$ cat src/rtl/perfmon_pkg.sv
package perfmon_pkg;

  // Event kind watched for each master; the value is the low bit of the
  // counter index, so the address map depends on this ordering.
  typedef enum logic {
    EV_REQ = 1'b0,
    EV_ACK = 1'b1
  } ev_kind_e;

  localparam int EVENTS_PER_MON = 2;

  // Counter index for a given master and event kind.
  function automatic int ctr_index(input int mon, input ev_kind_e kind);
    return mon * EVENTS_PER_MON + int'(kind);
  endfunction

endpackage

$ cat src/rtl/perfmon_decode.sv
module perfmon_decode #(
  parameter int ADDR_W  = 32,
  parameter int NUM_CTR = 4
) (
  input  logic                       clk,
  input  logic                       rst,
  input  logic [ADDR_W-1:0]          adr_i,
  input  logic                       we_i,
  input  logic                       cyc_i,
  input  logic                       stb_i,
  output logic                       ack_o,
  output logic [$clog2(NUM_CTR)-1:0] sel_o,
  output logic [NUM_CTR-1:0]         wr_en_o
);

  localparam int SEL_W  = $clog2(NUM_CTR);
  localparam int WORD_LSB = 2;
  localparam int SEL_MSB  = WORD_LSB + SEL_W - 1;

  logic access;
  logic unused_adr_bits;

  assign access  = cyc_i && stb_i;
  assign ack_o   = access;
  assign sel_o   = adr_i[SEL_MSB:WORD_LSB];

  assign unused_adr_bits = ^{adr_i[ADDR_W-1:SEL_MSB+1], adr_i[WORD_LSB-1:0]};

  generate
    for (genvar k = 0; k < NUM_CTR; k++) begin : g_wr
      assign wr_en_o[k] = access && we_i && (sel_o == SEL_W'(k));
    end
  endgenerate


  wr_onehot_chk: assert property (@(posedge clk) disable iff (rst)
    $onehot0(wr_en_o));


  no_stray_write_chk: assert property (@(posedge clk) disable iff (rst)
    !(cyc_i && stb_i) |-> (wr_en_o == '0));

endmodule

$ cat src/rtl/perfmon_events.sv
module perfmon_events
  import perfmon_pkg::*;
#(
  parameter int NUM_MON = 2
) (
  input  logic [NUM_MON-1:0]                cyc_i,
  input  logic [NUM_MON-1:0]                stb_i,
  input  logic [NUM_MON-1:0]                ack_i,
  output logic [NUM_MON*EVENTS_PER_MON-1:0] ev_o
);

  generate
    for (genvar m = 0; m < NUM_MON; m++) begin : g_mon
      assign ev_o[ctr_index(m, EV_REQ)] = cyc_i[m] && stb_i[m];
      assign ev_o[ctr_index(m, EV_ACK)] = ack_i[m];
    end
  endgenerate

endmodule

$ cat src/rtl/perfmon_counter.sv
module perfmon_counter #(
  parameter int DATA_W = 32
) (
  input  logic              clk,
  input  logic              rst,
  input  logic              inc_i,
  input  logic              load_i,
  input  logic [DATA_W-1:0] load_val_i,
  output logic [DATA_W-1:0] q_o
);

  localparam logic [DATA_W-1:0] MAX_VAL = '1;

  always_ff @(posedge clk) begin
    if (rst)         q_o <= '0;
    else if (load_i) q_o <= load_val_i;
    else if (inc_i)  q_o <= q_o + DATA_W'(1);
  end


  reset_zero_chk: assert property (@(posedge clk) disable iff (rst)
    $past(rst) |-> (q_o == '0));


  step_one_chk: assert property (@(posedge clk) disable iff (rst)
    (inc_i && !load_i && q_o != MAX_VAL) |=> (q_o == $past(q_o) + DATA_W'(1)));


  load_wins_chk: assert property (@(posedge clk) disable iff (rst)
    load_i |=> (q_o == $past(load_val_i)));


  wrap_zero_chk: assert property (@(posedge clk) disable iff (rst)
    (inc_i && !load_i && q_o == MAX_VAL) |=> (q_o == '0));


  hold_idle_chk: assert property (@(posedge clk) disable iff (rst)
    (!inc_i && !load_i) |=> $stable(q_o));

endmodule

$ cat src/rtl/perfmon_rdmux.sv
module perfmon_rdmux #(
  parameter int DATA_W  = 32,
  parameter int NUM_CTR = 4
) (
  input  logic [NUM_CTR-1:0][DATA_W-1:0] ctr_i,
  input  logic [$clog2(NUM_CTR)-1:0]     sel_i,
  output logic [DATA_W-1:0]              dat_o
);

  localparam int SEL_W = $clog2(NUM_CTR);

  logic [NUM_CTR-1:0][DATA_W-1:0] gated;

  generate
    for (genvar k = 0; k < NUM_CTR; k++) begin : g_gate
      assign gated[k] = (sel_i == SEL_W'(k)) ? ctr_i[k] : '0;
    end
  endgenerate

  always_comb begin
    dat_o = '0;
    for (int k = 0; k < NUM_CTR; k++) dat_o = dat_o | gated[k];
  end

endmodule

$ cat src/rtl/perfmon_top.sv
module perfmon_top
  import perfmon_pkg::*;
#(
  parameter int ADDR_W  = 32,
  parameter int DATA_W  = 32,
  parameter int NUM_MON = 2
) (
  input  logic               clk,
  input  logic               rst,
  input  logic [ADDR_W-1:0]  wbs_adr_i,
  input  logic [DATA_W-1:0]  wbs_dat_i,
  input  logic               wbs_we_i,
  input  logic               wbs_cyc_i,
  input  logic               wbs_stb_i,
  output logic               wbs_ack_o,
  output logic [DATA_W-1:0]  wbs_dat_o,
  input  logic [NUM_MON-1:0] mon_cyc_i,
  input  logic [NUM_MON-1:0] mon_stb_i,
  input  logic [NUM_MON-1:0] mon_ack_i
);

  localparam int NUM_CTR = NUM_MON * EVENTS_PER_MON;
  localparam int SEL_W   = $clog2(NUM_CTR);

  logic [SEL_W-1:0]               sel;
  logic [NUM_CTR-1:0]             wr_en;
  logic [NUM_CTR-1:0]             ev;
  logic [NUM_CTR-1:0][DATA_W-1:0] ctr;

  perfmon_decode #(.ADDR_W(ADDR_W), .NUM_CTR(NUM_CTR)) u_decode (
    .clk     (clk),
    .rst     (rst),
    .adr_i   (wbs_adr_i),
    .we_i    (wbs_we_i),
    .cyc_i   (wbs_cyc_i),
    .stb_i   (wbs_stb_i),
    .ack_o   (wbs_ack_o),
    .sel_o   (sel),
    .wr_en_o (wr_en)
  );

  perfmon_events #(.NUM_MON(NUM_MON)) u_events (
    .cyc_i (mon_cyc_i),
    .stb_i (mon_stb_i),
    .ack_i (mon_ack_i),
    .ev_o  (ev)
  );

  generate
    for (genvar k = 0; k < NUM_CTR; k++) begin : g_ctr
      perfmon_counter #(.DATA_W(DATA_W)) u_ctr (
        .clk        (clk),
        .rst        (rst),
        .inc_i      (ev[k]),
        .load_i     (wr_en[k]),
        .load_val_i (wbs_dat_i),
        .q_o        (ctr[k])
      );
    end
  endgenerate

  perfmon_rdmux #(.DATA_W(DATA_W), .NUM_CTR(NUM_CTR)) u_rdmux (
    .ctr_i (ctr),
    .sel_i (sel),
    .dat_o (wbs_dat_o)
  );


  ack_needs_pair_chk: assert property (@(posedge clk) disable iff (rst)
    wbs_ack_o |-> (wbs_cyc_i && wbs_stb_i));

endmodule

$ cat config.mk
export PLATFORM = sky130hd
export DESIGN_NAME = perfmon_top
export DESIGN_NICKNAME = d
export VERILOG_FILES = /design/src/rtl/perfmon_pkg.sv /design/src/rtl/perfmon_decode.sv /design/src/rtl/perfmon_events.sv /design/src/rtl/perfmon_counter.sv /design/src/rtl/perfmon_rdmux.sv /design/src/rtl/perfmon_top.sv
export SDC_FILE = /design/constraint.sdc
export NUM_CORES = 1
export LEC_CHECK = 0
export BUFFER_PORTS_ARGS = -buffer_cell sky130_fd_sc_hd__buf_4
export CORE_AREA = 2 2 96 144
export CTS_BUF_LIST = sky130_fd_sc_hd__clkbuf_2
export DETAILED_ROUTE_END_ITERATION = 10
export DIE_AREA = 0 0 98 146
export PLACE_DENSITY = 0.84
export SYNTH_ARGS = -nofsm -noshare
export SYNTH_HDL_FRONTEND = slang
export SYNTH_SLANG_ARGS = --single-unit
$ cat constraint.sdc
create_clock -name clk -period 2.9 [get_ports clk]
set_input_delay 0.58 -clock clk [delete_from_list [all_inputs] [get_ports clk]]
set_output_delay 0.58 -clock clk [all_outputs]
set_load 0.005 [all_outputs]
==> results by group <==
CTS
  • Clk_lat worst skew: 720 ps
  • Postcts setup bufs: 0
  • Clock Sinks: 128
  • Clock buffer depth: 2
  • Reg clk slew, reported paths: 180 ps
  • H-Tree Depth: 4
  • Cts repair resizes: 0
  • Clock root cell: clkbuf_2
  • CTS tree: yes
  • Post-CTS Hold Buffers: 0
  • Cts bufs inserted: 17

Worst setup path
  • Worst-path fanout max: 6
  • Req. time, crit path: 2320 ps
  • Capture point of the worst reg-to-reg path: g_ctr[0].u_ctr.q_o[26]$_SDFFE_PP0P_
  • Reg-to-reg startpoint: g_ctr[0].u_ctr.q_o[0]$_SDFFE_PP0P_
  • Path depth of the worst reg2reg path: 6
  • Kind of critical path: reg -> out
  • CP Capture Type: primary output
  • Critical Path Start Type: flop
  • CP arrival: 1800 ps
  • Worst reg2reg setup slack: 540 ps

Logic synthesis
  • Synth cell types: 41
  • Synth Register Bits: 128
  • Synth area leaders: dfxtp_1, a211oi_1, mux4_2, nor2_1, xnor2_1
  • Cell area after synthesis: 7690 sq um
  • Asr flop ratio synth: 0%
  • Top FF cell, synth: dfxtp_1
  • YS warnings: 0
  • Synth Instances: 865
  • Cell with the most instances after synthesis: nor2_1
  • Synth top area share: 33.3%
  • Cell taking the most area after synthesis: dfxtp_1
  • EDFF count, synth: 0
  • Syn Nets: 944
  • Register area share after synthesis: 33.3%
  • Avg Inst Size Synth: 8.89 sq um
  • Post-synth top cells: nor2_1, dfxtp_1, a211oi_1, xnor2_1, xor2_1

Timing
  • Layout Skew: 28.1 ps
  • Tmin final: 2380 ps
  • Actual slew at the worst max-slew pin: 711 ps
  • Final slew viol count: 0
  • RSZ-0062 raised after global routing: no
  • F_max: 421 MHz
  • Setup violators final: 0
  • Setup_tns: 0 ps
  • Final worst-path cycle share: 82.0%
  • Final hold vios: 0
  • Relative slew slack: 52.2%

Min path
  • Min-delay src: wbs_dat_i[21]
  • Hold-critical path depth: 2
  • Hold Path Class: in -> reg
  • Hold Path End: g_ctr[3].u_ctr.q_o[21]$_SDFFE_PP0P_

Floorplan
  • Core area: 13000 sq um
  • Ports: 108
  • Die Height: 146 microns
  • Die X: 98 microns
  • Die Area: 14300 sq um
  • Starting Density: 59.4%
  • Row count: 51

Global route
  • Initial antenna violation count: 1
  • Pin count of the biggest net entering global routing: 53
  • Vias in the first global route: 6926
  • Grt total ovfl: 0
  • First-pass GRT wire length: 34.5 mm
  • Global-route usage over all layers: 29.8%

Status
  • Run status: completed

Final layout
  • Biggest regs: g_ctr.u_ctr.q_o (128)
  • Final net count: 1005
  • Max reg flops: 128
  • Final Cell Area: 8610 sq um
  • Layout cells sized above 1: 19.6%
  • Area Growth Syn to Fin: 12.0%
  • Fillers: 1062
  • Top reg by flops: g_ctr.u_ctr.q_o

Placed design
  • I/O Buffers: 77
  • RePlAce Congestion: 0.891
  • Post-DP HPWL: 15.8 mm
  • Placed cell area: 8440 sq um

Pwr
  • VDD IR max: 0.202 mV
  • PD cells: 365 nW/um^2
  • Leak Pwr: 0.00292 uW

Routing
  • DRT antenna net count: 0
  • Via count: 7073
  • 1st-pass router iterations: 5
  • Drc violations: 0
  • DR vias/cell: 6.44
  • Initial drt markers: 414
  • Drt wl/cell: 19.3 microns
  • Post-Route WL: 21.2 mm

Job
  • MaxCap Viol Count: 0
critical path, stage by stage, from the launching register on:
cell and delay, ps:
dfxtp_1 410, mux4_2 520, buf_4 150
layer usage:
layer	vias to the layer above	part of all wire (%)	wire length [microns]	global-route usage, %
met1	3360	38	8070	34.7
met3	83	5.8	1230	5.62
met4	0	4.3	916	14.4
li1	3337	-	-	-
met2	293	52	10900	52.1
met5	-	0	0	0
cell type report:
class	count	area [sq um]	area share [%]
antenna	1	2.50	0.0291
clock buffer	20	100	1.16
clock inverter	11	73.8	0.857
inverter	11	41.3	0.479
multi-input combinational	669	4860	56.5
sequential	128	2560	29.8
tap	159	199	2.31
timing repair buffer	99	768	8.92
through the flow:
stage	hold slack (ps)	cells	util [%]	setup slack (ps)	power [uW]
2_1_floorplan	478	865	-	340	2070
3_3_place_gp	504	1066	65.1	431	2220
3_5_place_dp	505	1066	65.1	423	2230
4_1_cts	93.7	1097	66.5	508	3140
5_1_grt	81.1	1098	66.5	436	3240
6_report	111	1098	66.5	523	3140
cell usage in the layout, fill, tap and decap left out, types with 11 or more instances in the layout:
cell type  Yosys  final
a211oi_1     109    109
a311oi_1      13     13
and3_1        13     13
and4_1        13     13
buf_4          0     97
clkbuf_2       0     20
dfxtp_1      128    128
inv_1         11     11
mux4_2        32     32
nand2_1       47     46
nand3_1       48     47
nand4_1       29     29
nor2_1       147    147
nor3_1        19     19
nor4_1        15     15
o21ai_0       12     12
or3_1         13     12
xnor2_1       61     61
xor2_1        50     50
power by group:
group	internal [uW]	switching, uW
Sequential	1810	63.9
Clock	292	651
Combinational	159	169
Total	2260	884
how the worst max path moves through the flow:
stage                                       startpoint  slack, ps                                  end  cells past startpoint
floorplan                                 wbs_adr_i[3]        340                        wbs_dat_o[22]                      3
global placement                          mon_cyc_i[0]        430  g_ctr[0].u_ctr.q_o[31]$_SDFFE_PP0P_                      6
detailed placement                        mon_cyc_i[0]        420  g_ctr[0].u_ctr.q_o[31]$_SDFFE_PP0P_                      6
CTS                 g_ctr[1].u_ctr.q_o[3]$_SDFFE_PP0P_        510                         wbs_dat_o[3]                      2
global route        g_ctr[0].u_ctr.q_o[0]$_SDFFE_PP0P_        440  g_ctr[0].u_ctr.q_o[26]$_SDFFE_PP0P_                      6
finish              g_ctr[3].u_ctr.q_o[2]$_SDFFE_PP0P_        520                         wbs_dat_o[2]                      2
logic make-up after synthesis:
group | synth area share [%]
AOI/OAI and AO/OA | 13.5
xor gates and xnor gates | 12.6
adders and majority gates | 0.651
buffers and inverters | 3.56
DFF | 33.3
muxes | 9.91
and+or+nand+nor | 26.4
Note: power is estimated with default switching activity, not from simulation.
